==> config.mk <==
export PLATFORM = sky130hd
export DESIGN_NAME = psram_async_ctrl
export DESIGN_NICKNAME = d
export VERILOG_FILES = /design/src/rtl/psram_async_ctrl.sv
export SDC_FILE = /design/constraint.sdc
export NUM_CORES = 1
export LEC_CHECK = 0
export BUFFER_PORTS_ARGS = -buffer_cell sky130_fd_sc_hd__buf_2
export CAP_MARGIN = 15
export CORE_MARGIN = 2
export CORE_UTILIZATION = 40
export CTS_BUF_LIST = sky130_fd_sc_hd__clkbuf_8
export CTS_CLUSTER_SIZE = 20
export DETAILED_ROUTE_END_ITERATION = 12
export GPL_ROUTABILITY_DRIVEN = 1
export PLACE_DENSITY_LB_ADDON = 0.15
export REMOVE_ABC_BUFFERS = 1
export SETUP_SLACK_MARGIN = 0.05
export SLEW_MARGIN = 10
export SYNTH_ARGS = -nofsm -noshare
export SYNTH_HDL_FRONTEND = slang
export SYNTH_SLANG_ARGS = --single-unit
==> constraint.sdc <==
create_clock -name clk -period 3 [get_ports clk]
set_input_delay 0.3 -clock clk [delete_from_list [all_inputs] [get_ports clk]]
set_output_delay 0.3 -clock clk [all_outputs]
set_load 0.02 [all_outputs]
==> src/rtl/psram_async_ctrl.sv <==
module psram_async_ctrl #(
  parameter int CLK_NS     = 8,
  parameter int T_CYC_NS   = 70,
  parameter int T_ACC_NS   = 60,
  parameter int T_WP_NS    = 45,
  parameter int T_DS_NS    = 15,
  parameter int T_CP_NS    = 10,
  parameter int T_WHOL_NS  = 10,
  parameter int T_CEMAX_NS = 1000,
  parameter int AW         = 20,
  parameter int DW         = 16
) (
  input  logic          clk,
  input  logic          rst_n,
  input  logic          host_req,
  input  logic          host_we,
  input  logic [AW-1:0] host_addr,
  input  logic [DW-1:0] host_wdata,
  input  logic [1:0]    host_be,
  output logic          host_ack,
  output logic [DW-1:0] host_rdata,
  output logic          mem_ce_n,
  output logic          mem_we_n,
  output logic          mem_oe_n,
  output logic          mem_lb_n,
  output logic          mem_ub_n,
  output logic [AW-1:0] mem_addr,
  output logic [DW-1:0] mem_dq_out,
  output logic          mem_dq_oe,
  input  logic [DW-1:0] mem_dq_in
);

  localparam int BW      = DW / 2;
  localparam int C_CYC   = (T_CYC_NS + CLK_NS - 1) / CLK_NS;
  localparam int C_ACC   = (T_ACC_NS + CLK_NS - 1) / CLK_NS;
  localparam int C_WP    = (T_WP_NS + CLK_NS - 1) / CLK_NS;
  localparam int C_DS0   = (T_DS_NS + CLK_NS - 1) / CLK_NS;
  localparam int C_CP0   = (T_CP_NS + CLK_NS - 1) / CLK_NS;
  localparam int C_WHOL  = (T_WHOL_NS + CLK_NS - 1) / CLK_NS;
  localparam int C_CEMAX = T_CEMAX_NS / CLK_NS;
  localparam int C_RD    = (C_CYC > C_ACC) ? C_CYC : C_ACC;
  localparam int C_WR    = (C_CYC > C_WP) ? C_CYC : C_WP;
  localparam int C_DS    = (C_DS0 < 1) ? 1 : ((C_DS0 > C_WR) ? C_WR : C_DS0);
  localparam int C_CP    = (C_CP0 < 1) ? 1 : C_CP0;
  localparam int C_GAP   = (C_CP > C_WHOL) ? C_CP : C_WHOL;
  localparam int C_MAX   = (C_RD > C_WR) ? ((C_RD > C_GAP) ? C_RD : C_GAP)
                                         : ((C_WR > C_GAP) ? C_WR : C_GAP);
  localparam int CW      = $clog2(C_MAX + 1);

  localparam logic [CW-1:0] RD_LAST  = CW'(C_RD - 1);
  localparam logic [CW-1:0] WR_LAST  = CW'(C_WR - 1);
  localparam logic [CW-1:0] GAP_LAST = CW'(C_GAP - 1);
  localparam logic [CW-1:0] DS_FIRST = CW'(C_WR - C_DS);

  typedef enum logic [1:0] {S_IDLE, S_RD, S_WR, S_RCV} state_t;

  state_t        st;
  logic [CW-1:0] cnt;
  logic [1:0]    be_q;
  logic [DW-1:0] lane_mask;

  assign lane_mask = {{BW{be_q[1]}}, {BW{be_q[0]}}};
  assign mem_dq_oe = (st == S_WR) && (cnt >= DS_FIRST);

  always_ff @(posedge clk) begin
    if (!rst_n) begin
      st         <= S_IDLE;
      cnt        <= '0;
      be_q       <= '0;
      host_ack   <= 1'b0;
      host_rdata <= '0;
      mem_ce_n   <= 1'b1;
      mem_we_n   <= 1'b1;
      mem_oe_n   <= 1'b1;
      mem_lb_n   <= 1'b1;
      mem_ub_n   <= 1'b1;
      mem_addr   <= '0;
      mem_dq_out <= '0;
    end else begin
      host_ack <= 1'b0;
      case (st)
        S_IDLE: begin
          cnt <= '0;
          if (host_req) begin
            mem_addr   <= host_addr;
            mem_dq_out <= host_wdata;
            be_q       <= host_be;
            if (host_be == 2'b00) begin
              host_ack <= 1'b1;
              st       <= S_RCV;
            end else begin
              mem_ce_n <= 1'b0;
              mem_lb_n <= ~host_be[0];
              mem_ub_n <= ~host_be[1];
              if (host_we) begin
                mem_we_n <= 1'b0;
                st       <= S_WR;
              end else begin
                mem_oe_n <= 1'b0;
                st       <= S_RD;
              end
            end
          end
        end
        S_RD: begin
          if (cnt == RD_LAST) begin
            host_rdata <= mem_dq_in & lane_mask;
            host_ack   <= 1'b1;
            mem_ce_n   <= 1'b1;
            mem_oe_n   <= 1'b1;
            mem_lb_n   <= 1'b1;
            mem_ub_n   <= 1'b1;
            cnt        <= '0;
            st         <= S_RCV;
          end else begin
            cnt <= cnt + 1'b1;
          end
        end
        S_WR: begin
          if (cnt == WR_LAST) begin
            host_ack <= 1'b1;
            mem_ce_n <= 1'b1;
            mem_we_n <= 1'b1;
            mem_lb_n <= 1'b1;
            mem_ub_n <= 1'b1;
            cnt      <= '0;
            st       <= S_RCV;
          end else begin
            cnt <= cnt + 1'b1;
          end
        end
        default: begin
          if (cnt == GAP_LAST) begin
            cnt <= '0;
            st  <= S_IDLE;
          end else begin
            cnt <= cnt + 1'b1;
          end
        end
      endcase
    end
  end

  localparam logic [11:0] SAT     = 12'hFFF;
  localparam logic [11:0] K_GAP   = 12'(C_CP);
  localparam logic [11:0] K_WHOL  = 12'(C_WHOL);
  localparam logic [11:0] K_CEMAX = 12'(C_CEMAX);

  logic [11:0] hi_run, lo_run, we_hi_run, odis_run;

  always_ff @(posedge clk) begin
    if (!rst_n) begin
      hi_run    <= SAT;
      lo_run    <= '0;
      we_hi_run <= SAT;
      odis_run  <= '0;
    end else begin
      hi_run    <= mem_ce_n ? ((hi_run == SAT) ? SAT : hi_run + 1'b1) : '0;
      lo_run    <= !mem_ce_n ? ((lo_run == SAT) ? SAT : lo_run + 1'b1) : '0;
      we_hi_run <= mem_we_n ? ((we_hi_run == SAT) ? SAT : we_hi_run + 1'b1) : '0;
      odis_run  <= (!mem_ce_n && mem_oe_n && mem_we_n)
                   ? ((odis_run == SAT) ? SAT : odis_run + 1'b1) : '0;
    end
  end

  a_r4_oe_high_in_write: assert property (@(posedge clk) disable iff (!rst_n)
    !mem_we_n |-> (mem_oe_n && !mem_ce_n));

  a_r5_dq_only_in_strobe: assert property (@(posedge clk) disable iff (!rst_n)
    mem_dq_oe |-> (!mem_we_n && !mem_ce_n));

  a_r6_addr_stable: assert property (@(posedge clk) disable iff (!rst_n)
    (!mem_ce_n && !$past(mem_ce_n)) |-> $stable(mem_addr));

  a_r7_ce_high_gap: assert property (@(posedge clk) disable iff (!rst_n)
    $fell(mem_ce_n) |-> (hi_run >= K_GAP));

  a_r7_we_to_oe_gap: assert property (@(posedge clk) disable iff (!rst_n)
    $fell(mem_oe_n) |-> (we_hi_run >= K_WHOL));

  a_r9_ce_low_limit: assert property (@(posedge clk) disable iff (!rst_n)
    lo_run < K_CEMAX);

  a_r9_no_output_disable: assert property (@(posedge clk) disable iff (!rst_n)
    odis_run < K_CEMAX);

  a_r3_ack_one_clock: assert property (@(posedge clk) disable iff (!rst_n)
    host_ack |=> !host_ack);

  a_r2_lanes_only_in_cycle: assert property (@(posedge clk) disable iff (!rst_n)
    (!mem_lb_n || !mem_ub_n) |-> !mem_ce_n);

endmodule

==> results.json, run 1 <==
{
  "outcome": "finished clean",
  "yosysWarnings": 0,
  "synth.avg_cell_area_um2": 8.774,
  "hold_class": "in -> reg",
  "area_growth_pct": 28.79,
  "clk_path_buf_depth": 2,
  "netlist_area_mm2": 0.002790,
  "first_pass_iters": 4,
  "cts_resized": 0,
  "synth_compound_gate_area_share": 0.2094,
  "antenna_left": 0,
  "rr_endpoint": "mem_dq_out[9]",
  "fin_crit_ps": 1926,
  "ys.flop_type": "dfxtp_1",
  "hold_path_depth": 3,
  "slew_headroom": 0.6122,
  "grt_pass1_vias": 2221,
  "min_from": "host_wdata[13]",
  "r2r-start": "st[0]",
  "fillers": 665,
  "dp_hpwl_um": 4524,
  "dpl-instance-area_mm2": 0.003356,
  "post-route-drc-count": 0,
  "final_nets": 494,
  "fmax_mhz": 519.2,
  "finalSetupViolCount": 0,
  "dieArea_mm2": 0.007660,
  "cp-start-kind": "flip-flop",
  "final_cell_mix": "116 x buf_2, 98 x nand2_1, 66 x dfxtp_1",
  "drt-vias-per-instance": 4.777,
  "synth-adder-area-share": 0.04036,
  "grt_usage": 0.1664,
  "netlist_instances": 318,
  "worstPathRequired_ps": 3250,
  "post_route_cells_drive_above_1_share": 0.3264,
  "worst_pin_slew_ps": 581.7,
  "cts-htree-levels": 3,
  "cts_hold_buffers": 0,
  "synthArstFlopShare": 0,
  "crit_path_end_kind": "flip-flop",
  "fin_util": 0.5319,
  "num_vias": 2446,
  "ys_types": 36,
  "yosysSeqAreaShare": 0.4735,
  "post-cts-setup-buffer-count": 0,
  "cts-buffers-inserted": 9,
  "cts_tree": "built",
  "die_w_um": 87.52,
  "synth_enable_flop_cells": 0,
  "synth_xor_area_frac": 0.006278,
  "detail_route.wirelength_um": 6363,
  "critPathArrivalTime_ps": 2180,
  "finalHoldViolCount": 0,
  "insertedDiodeCount": 0,
  "clock_skew_ps": 8.501,
  "powerDensity_mw_per_mm2": 777.2,
  "place_congestion": 0.7607,
  "period_share": 0.6420,
  "synthSimpleGateAreaFrac": 0.2058,
  "wl_per_cell_um": 12.43,
  "tns_ps": 0,
  "regToRegSetupSlack_ps": 1070,
  "drv_cap": 0,
  "synth_mux_area_frac": 0.007175,
  "ctsRootBufferMaster": "clkbuf_8",
  "hold_end": "mem_dq_out[13]",
  "clkLatencyLatePin_ps": 330,
  "ios": 117,
  "antenna_found_initial": 0,
  "initial_core_util": 0.4130,
  "slew_violations": 0,
  "rsz0062_at_grt": "false",
  "dr.first_iter.drc_count": 81,
  "grt_max_degree": 34,
  "layout_commonest_cell": "buf_2",
  "gr-total-overflow": 0,
  "fp.dieH_um": 87.52,
  "path_clk_slew_ps": 70,
  "power.leakage_nw": 1.622,
  "core_mm2": 0.006756,
  "rows": 30,
  "vdd_drop_max_mv": 0.3685,
  "worstSetupPathType": "reg -> reg",
  "synth_top_family_by_area": "compound AO/OA/AOI/OAI gates",
  "r2r_cells": 6,
  "ys_ff_latch": 66,
  "place.port_buffers": 116,
  "path_max_fanout": 26,
  "design_area_mm2": 0.003593,
  "grt_first_pass_wirelength_um": 9915,
  "clock_sinks": 66
}
[flip-flops by register name, indices dropped and copies added, names as in the netlist, 2 cells and up]
register    count
cnt             4
mem_dq_out     16
mem_addr       20
be_q            2
host_rdata     16
st              2
[layer usage]
metal	routed length [µm]	GRT usage
met1	2949	0.2062
met2	3039	0.2762
met3	323	0.05498
met4	51	0.04895
met5	0	0
[worst max-delay path, stage by stage (launching register included)]
cell and delay, ps:
dfxtp_1 390, inv_1 110, ha_1 300, nand2_1 410, buf_4 370, nand2_1 80
a21boi_0 180
[cells by family after synthesis]
kind of cell    Yosys count
simple gates            136
compound gates           76
flops                    66
buf+inv                  27
fa+ha+maj                 9
xor+xnor                  2
mux                       2
[metrics by stage]
step,std cells,setup slack (ps),hold WS (ps),power (mW)
2_1_floorplan,297,1072,361.9,1.671
3_3_place_gp,496,1194,435.4,1.942
3_5_place_dp,496,1067,442.5,1.958
4_1_cts,512,1056,199.3,2.831
5_1_grt,512,877.2,200.4,2.972
6_report,512,1074,211.8,2.793
[layout make-up]
class	instances	area, µm²	area share
multi-input cells	225	1309	0.3642
clock buffers	12	165.2	0.04596
inverters	6	22.52	0.006267
clock inverters	4	72.57	0.02019
flip-flops and latches	66	1321	0.3677
repair buffers	119	603.1	0.1678
well taps	80	100.1	0.02786
[cell usage after synthesis, types with 2 or more instances]
| library cell | count | area share |
|---|---|---|
| nand3_1 | 18 | 0.032 |
| o21ai_0 | 5 | 0.0090 |
| ha_1 | 9 | 0.040 |
| a21boi_1 | 10 | 0.027 |
| a21o_1 | 2 | 0.0054 |
| dfxtp_1 | 66 | 0.47 |
| nor2_1 | 9 | 0.012 |
| buf_6 | 5 | 0.020 |
| inv_1 | 6 | 0.0081 |
| o2bb2ai_1 | 2 | 0.0063 |
| o211ai_1 | 4 | 0.011 |
| buf_2 | 6 | 0.011 |
| and2_1 | 2 | 0.0045 |
| mux2i_1 | 2 | 0.0072 |
| nor2b_1 | 2 | 0.0045 |
| a21oi_1 | 2 | 0.0036 |
| nand2_1 | 98 | 0.13 |
| clkbuf_1 | 8 | 0.011 |
| a21boi_0 | 45 | 0.12 |
[how the worst max path moves through the flow]
stage / slack (ps) / startpoint / cells past startpoint / endpoint
2_1_floorplan: 1070 / st[0] / 5 / mem_oe_n
3_3_place_gp: 1190 / st[1] / 6 / mem_dq_out[0]
3_5_place_dp: 1070 / st[0] / 6 / mem_dq_out[9]
4_1_cts: 1060 / st[1] / 6 / mem_dq_out[9]
5_1_grt: 880 / st[1] / 6 / mem_dq_out[12]
6_report: 1070 / st[0] / 6 / mem_dq_out[9]
[power breakdown]
group / total [mW] / leakage [nW] / switching [mW] / internal [mW]
Sequential: 1.06 / 0.539 / 0.0721 / 0.989
Clock: 0.865 / 0.119 / 0.331 / 0.535
Combinational: 0.866 / 0.965 / 0.537 / 0.329
Total: 2.79 / 1.62 / 0.940 / 1.85
(Power assumes the default switching activity.)
==> run 2: changes to the inputs <==
ABC_AREA = 1   (was unset)
clock period = 1.8 ns   (was 3 ns; I/O delays follow)
==> results.json, run 2 <==
{
  "dp_cells": 519,
  "internal_power_mw": 3.375,
  "place.port_buffers": 116,
  "critPathArrivalTime_ps": 1390,
  "fin_util": 0.5511,
  "met1Wirelength_um": 2757,
  "yosys.area.top_type": "dfxtp_1",
  "regArea_mm2": 0.001321,
  "dr.first_iter.drc_count": 133,
  "clk_path_buf_depth": 2,
  "tns_ps": 0,
  "insertedDiodeCount": 0,
  "crit_chain": "inv_1 > ha_1 > a21boi_0 > buf_2",
  "finalSetupViolCount": 0,
  "final_nets": 520,
  "synth_common_cells": "88 x nor2_1, 66 x dfxtp_1, 42 x nand2_1",
  "period_share": 0.8733,
  "fp.dieH_um": 85.28,
  "pwr-share-seq": 0.368,
  "ys_types": 23,
  "multi_input_area_mm2": 0.001141,
  "critPathSlowestCell": "dfxtp_1",
  "clock_sinks": 66,
  "top_layer": "met4",
  "rsz0062_at_grt": "false",
  "synth.avg_cell_area_um2": 7.772,
  "slew_headroom": 0.7785,
  "area_growth_pct": 33.19,
  "detail_route.wirelength_um": 6135,
  "hold_class": "in -> reg",
  "initial_core_util": 0.4138,
  "synth_top_family_by_area": "simple AND/OR/NAND/NOR gates",
  "ys_ff_latch": 66,
  "slowest_delay_ps": 330,
  "power.leakage_nw": 1.728,
  "route.met3.wl_um": 642,
  "antenna_left": 0,
  "yosysSeqAreaShare": 0.5000,
  "total_power_mw": 5.187,
  "synth_enable_flop_cells": 0,
  "crit_buf_inv": 2,
  "grt_max_degree": 37,
  "ctsRootBufferMaster": "clkbuf_8",
  "rows": 29,
  "netlist_instances": 340,
  "vdd_drop_max_mv": 0.9099,
  "cts_hold_buffers": 0,
  "ys.flop_type": "dfxtp_1",
  "synthSimpleGateAreaFrac": 0.2519,
  "fin_crit_ps": 1572,
  "post-cts-setup-buffer-count": 0,
  "path_max_fanout": 5,
  "largest_register_ff_count": 20,
  "finalHoldViolCount": 0,
  "first_pass_iters": 4,
  "design_area_mm2": 0.003520,
  "place_ws_ps": 54.91,
  "drt-vias-per-instance": 4.736,
  "synth_mux_area_frac": 0,
  "regMostFlops": "mem_addr",
  "fillers": 631,
  "cts-htree-levels": 3,
  "whs_ps": 85.66,
  "die_w_um": 85.28,
  "outcome": "finished clean",
  "reg.largest.list": "mem_addr (20), host_rdata (16), mem_dq_out (16)",
  "yosysWarnings": 0,
  "combPwrFrac": 0.317,
  "cts-buffers-inserted": 9,
  "powerDensity_mw_per_mm2": 1474,
  "final_cell_mix": "116 x buf_2, 88 x nor2_1, 66 x dfxtp_1",
  "synth_top_area_frac": 0.5000,
  "worstSetupPathType": "reg -> out",
  "layout_commonest_cell": "buf_2",
  "crit_path_end_kind": "output pin",
  "synthArstFlopShare": 0,
  "cp-start-kind": "flip-flop",
  "place_congestion": 0.8961,
  "worstPathRequired_ps": 1620,
  "clock_skew_ps": 8.076,
  "worst_slack_ps": 228.0,
  "cpLargestDelayFamily": "buffers and inverters",
  "antenna_found_initial": 0,
  "post-route-drc-count": 0,
  "dieArea_mm2": 0.007273,
  "synth_area_leaders": "dfxtp_1 50%, nor2_1 13%, o21ai_0 7.2%, nand2_1 6.0%, nand3_1 5.3%",
  "yosysMostFrequentCell": "nor2_1",
  "worst_pin_slew_ps": 330.9,
  "grt_first_pass_wirelength_um": 10060,
  "post_route_cells_drive_above_1_share": 0.3100,
  "grt_usage": 0.1709,
  "netSwitchingFraction": 0.3493,
  "wl_per_cell_um": 11.47,
  "fmax_mhz": 636.1,
  "path_clk_slew_ps": 80,
  "dp_hpwl_um": 4367,
  "ios": 117,
  "drv_cap": 0,
  "clkPwrFrac": 0.314,
  "slew_violations": 0,
  "final_cells": 535,
  "synth_compound_gate_area_share": 0.1297,
  "num_vias": 2534,
  "synth-adder-area-share": 0.04261,
  "core_mm2": 0.006386,
  "wl_met2_um": 2631,
  "gr-total-overflow": 0,
  "netlist_area_mm2": 0.002643,
  "dpl-instance-area_mm2": 0.003241,
  "clkLatencyLatePin_ps": 340,
  "synth_xor_area_frac": 0.006629,
  "cts_tree": "built",
  "p_sw_mw": 1.812,
  "grt_pass1_vias": 2350
}
==> run 2: cell types whose count changed after synthesis, sizes merged, moves of 3 or more <==
cell | before | now
inv | 6 | 18
o21ai | 5 | 40
nand2 | 99 | 42
nand3 | 18 | 29
a21oi | 2 | 23
a21boi | 55 | 1
nor2 | 9 | 89
o211ai | 4 | 1
==> run 2: cell type report <==
cell class | count | share of cell area
Timing Repair Buffer | 120 | 0.1767
Inverter | 19 | 0.02097
Sequential cell | 66 | 0.3754
Multi-Input combinational cell | 237 | 0.3242
Clock buffer | 9 | 0.03519
Tap cell | 77 | 0.02737
Clock inverter | 7 | 0.04017
==> run 2: routing by layer <==
layer / vias up / global-route usage
li1: 1316 / -
met2: 104 / 0.2713
met3: 10 / 0.06420
met1: 1104 / 0.2082
met4: 0 / 0.07215
met5: - / 0
==> run 2: what timing repair did <==
action,4_1_cts,5_1_grt
gates resized for setup,1,3
pin swaps,0,0
setup endpoints to repair,1,37
==> run 2: worst register-to-register path, cell delays in order, from the launching register on <==
cell     delay, ps
dfxtp_1        330
inv_1          150
ha_1           290
nand2_2        150
inv_2          140
buf_8          230
nor2_1          80
nor2_1         110
==> run 2: worst paths after layout <==
check | startpoint | endpoint | slack [ps] | cells after the start
worst max-delay path | st[0] | mem_dq_oe | 230 | 4
worst min-delay path | host_addr[5] | mem_addr[5] | 90 | 3
worst max register to register | st[0] | mem_dq_out[1] | 240 | 7
worst min register to register | mem_ce_n | mem_ce_n | 450 | 2
==> run 2: cell families after synthesis <==
logic type,Yosys count
adders and majority gates,9
xor gates and xnor gates,2
DFF,66
AOI/OAI and AO/OA,66
and+or+nand+nor,160
buffers and inverters,37
==> run 2: power by group through the flow <==
stage | Combinational (mW) | Clock [mW] | Sequential (mW)
after floorplan | 0.818 | 0 | 2.22
after global placement | 1.62 | 0 | 1.93
after detailed placement | 1.64 | 0 | 1.95
after CTS | 1.64 | 1.67 | 1.92
after global routing | 1.86 | 1.73 | 1.95
final | 1.65 | 1.63 | 1.91
==> run 3: changes to the inputs <==
clock period = 1.45 ns   (was 1.8 ns; I/O delays follow)
==> results.json, run 3 (synthesis gave the netlist of run 2 again) <==
{
  "worstSetupPathType": "reg -> out",
  "dpl-instance-area_mm2": 0.003318,
  "antenna_found_initial": 0,
  "final_nets": 534,
  "whs_ps": 48.17,
  "clock_skew_ps": 6.526,
  "rows": 29,
  "vdd_drop_max_mv": 1.022,
  "crit_top_cell": "buf_6",
  "grt_usage": 0.1785,
  "finalHoldViolCount": 0,
  "largest_register_ff_count": 20,
  "hold_class": "in -> reg",
  "cts_tree": "built",
  "slew_violations": 0,
  "critPathSlowestCell": "dfxtp_2",
  "gr-total-overflow": 0,
  "dieArea_mm2": 0.007273,
  "crit_path_end_kind": "output pin",
  "num_vias": 2598,
  "cts_hold_buffers": 0,
  "p_sw_mw": 2.454,
  "final_cell_mix": "115 x buf_2, 88 x nor2_1, 62 x dfxtp_1",
  "ios": 117,
  "combPwrFrac": 0.368,
  "ctsRootBufferMaster": "clkbuf_8",
  "clkPwrFrac": 0.283,
  "cp-start-kind": "flip-flop",
  "netSwitchingFraction": 0.3603,
  "slowest_delay_ps": 340,
  "worst_pin_slew_ps": 366.0,
  "core_mm2": 0.006386,
  "dr.first_iter.drc_count": 114,
  "drv_cap": 0,
  "slew_headroom": 0.7549,
  "grt_first_pass_wirelength_um": 10390,
  "worstPathRequired_ps": 1310,
  "detail_route.wirelength_um": 6800,
  "fin_crit_ps": 1418,
  "finalSetupViolCount": 0,
  "cts-htree-levels": 3,
  "rsz0062_at_grt": "true",
  "place.port_buffers": 116,
  "path_max_fanout": 3,
  "cts-buffers-inserted": 9,
  "post-route-drc-count": 0,
  "first_pass_iters": 4,
  "post_route_cells_drive_above_1_share": 0.3750,
  "drt-vias-per-instance": 4.732,
  "die_w_um": 85.28,
  "internal_power_mw": 4.357,
  "period_share": 0.9783,
  "clkLatencyLatePin_ps": 340,
  "grt_pass1_vias": 2362,
  "total_power_mw": 6.811,
  "initial_core_util": 0.4138,
  "insertedDiodeCount": 0,
  "reg.largest.list": "mem_addr (20), host_rdata (16), mem_dq_out (16)",
  "layout_commonest_cell": "buf_2",
  "crit_chain": "inv_2 > buf_6 > ha_4 > a21boi_2 > buf_6",
  "antenna_left": 0,
  "fmax_mhz": 705.0,
  "crit_buf_inv": 3,
  "regMostFlops": "mem_addr",
  "wl_per_cell_um": 12.39,
  "outcome": "finished clean",
  "clk_path_buf_depth": 2,
  "clock_sinks": 66,
  "critPathArrivalTime_ps": 1270,
  "design_area_mm2": 0.003775,
  "power.leakage_nw": 1.808,
  "dp_hpwl_um": 4495,
  "cpLargestDelayFamily": "flip-flops",
  "pwr-share-seq": 0.349,
  "powerDensity_mw_per_mm2": 1804,
  "grt_max_degree": 37,
  "fp.dieH_um": 85.28,
  "place_congestion": 0.8678,
  "area_growth_pct": 42.85,
  "path_clk_slew_ps": 80
}
[run 3: repair_timing]
action | CTS | global route
resized for setup | 13 | 26
setup endpoints to repair | 39 | 64
setup buffers | 2 | 3
gates cloned | 0 | 2
pin swaps | 2 | 6
[run 3: area by class of cell]
class | count | area [µm²]
clock inverters | 6 | 113.9
repair buffers | 134 | 797.0
clock buffers | 10 | 137.6
flip-flops and latches | 66 | 1329
fillers | 631 | 2611
well taps | 77 | 96.34
inverters | 19 | 78.83
multi-input cells | 237 | 1222
[run 3: final timing paths]
path | endpoint | cells past startpoint | from | slack (ps)
min reg2reg | mem_ce_n | 2 | mem_ce_n | 460
max | mem_dq_oe | 5 | st[0] | 30
max reg2reg | host_rdata[4] | 7 | cnt[1] | 80
min | mem_addr[4] | 3 | host_addr[4] | 50
[run 3: power by group through the flow]
stage	registers (mW)	logic, mW	clock network, mW
CTS	2.37	2.24	1.96
floorplan	2.75	1.02	0
global route	2.42	2.78	2.07
detailed placement	2.39	2.15	0
finish	2.38	2.50	1.93
global placement	2.39	2.14	0
[run 3: worst register-to-register path, delay by kind of cell, from the launching register on]
kind                     cells  cell delay [ps]
AND/OR/NAND/NOR              3              400
flip-flops                   1              370
buffers and inverters        2              240
AO/OA/AOI/OAI                1              160
adder cells (fa/ha/maj)      1              130
[run 3: per-stage QoR]
step           TNS [ps]  setup WS (ps)  std cells  utilization
2_1_floorplan    -18250         -586.6        322            -
3_3_place_gp          0          67.00        526       0.5196
3_5_place_dp          0          9.579        526       0.5196
4_1_cts               0          11.61        544       0.5682
5_1_grt          -29.81         -29.81        549       0.5911
6_report              0          31.54        549       0.5911
[run 3: per-layer routing]
layer,vias up,GRT usage,routed length [µm]
li1,1349,-,-
met1,1138,0.2233,3100
met2,102,0.2642,2951
met3,9,0.08074,662
met4,0,0.07937,87
met5,-,0,0
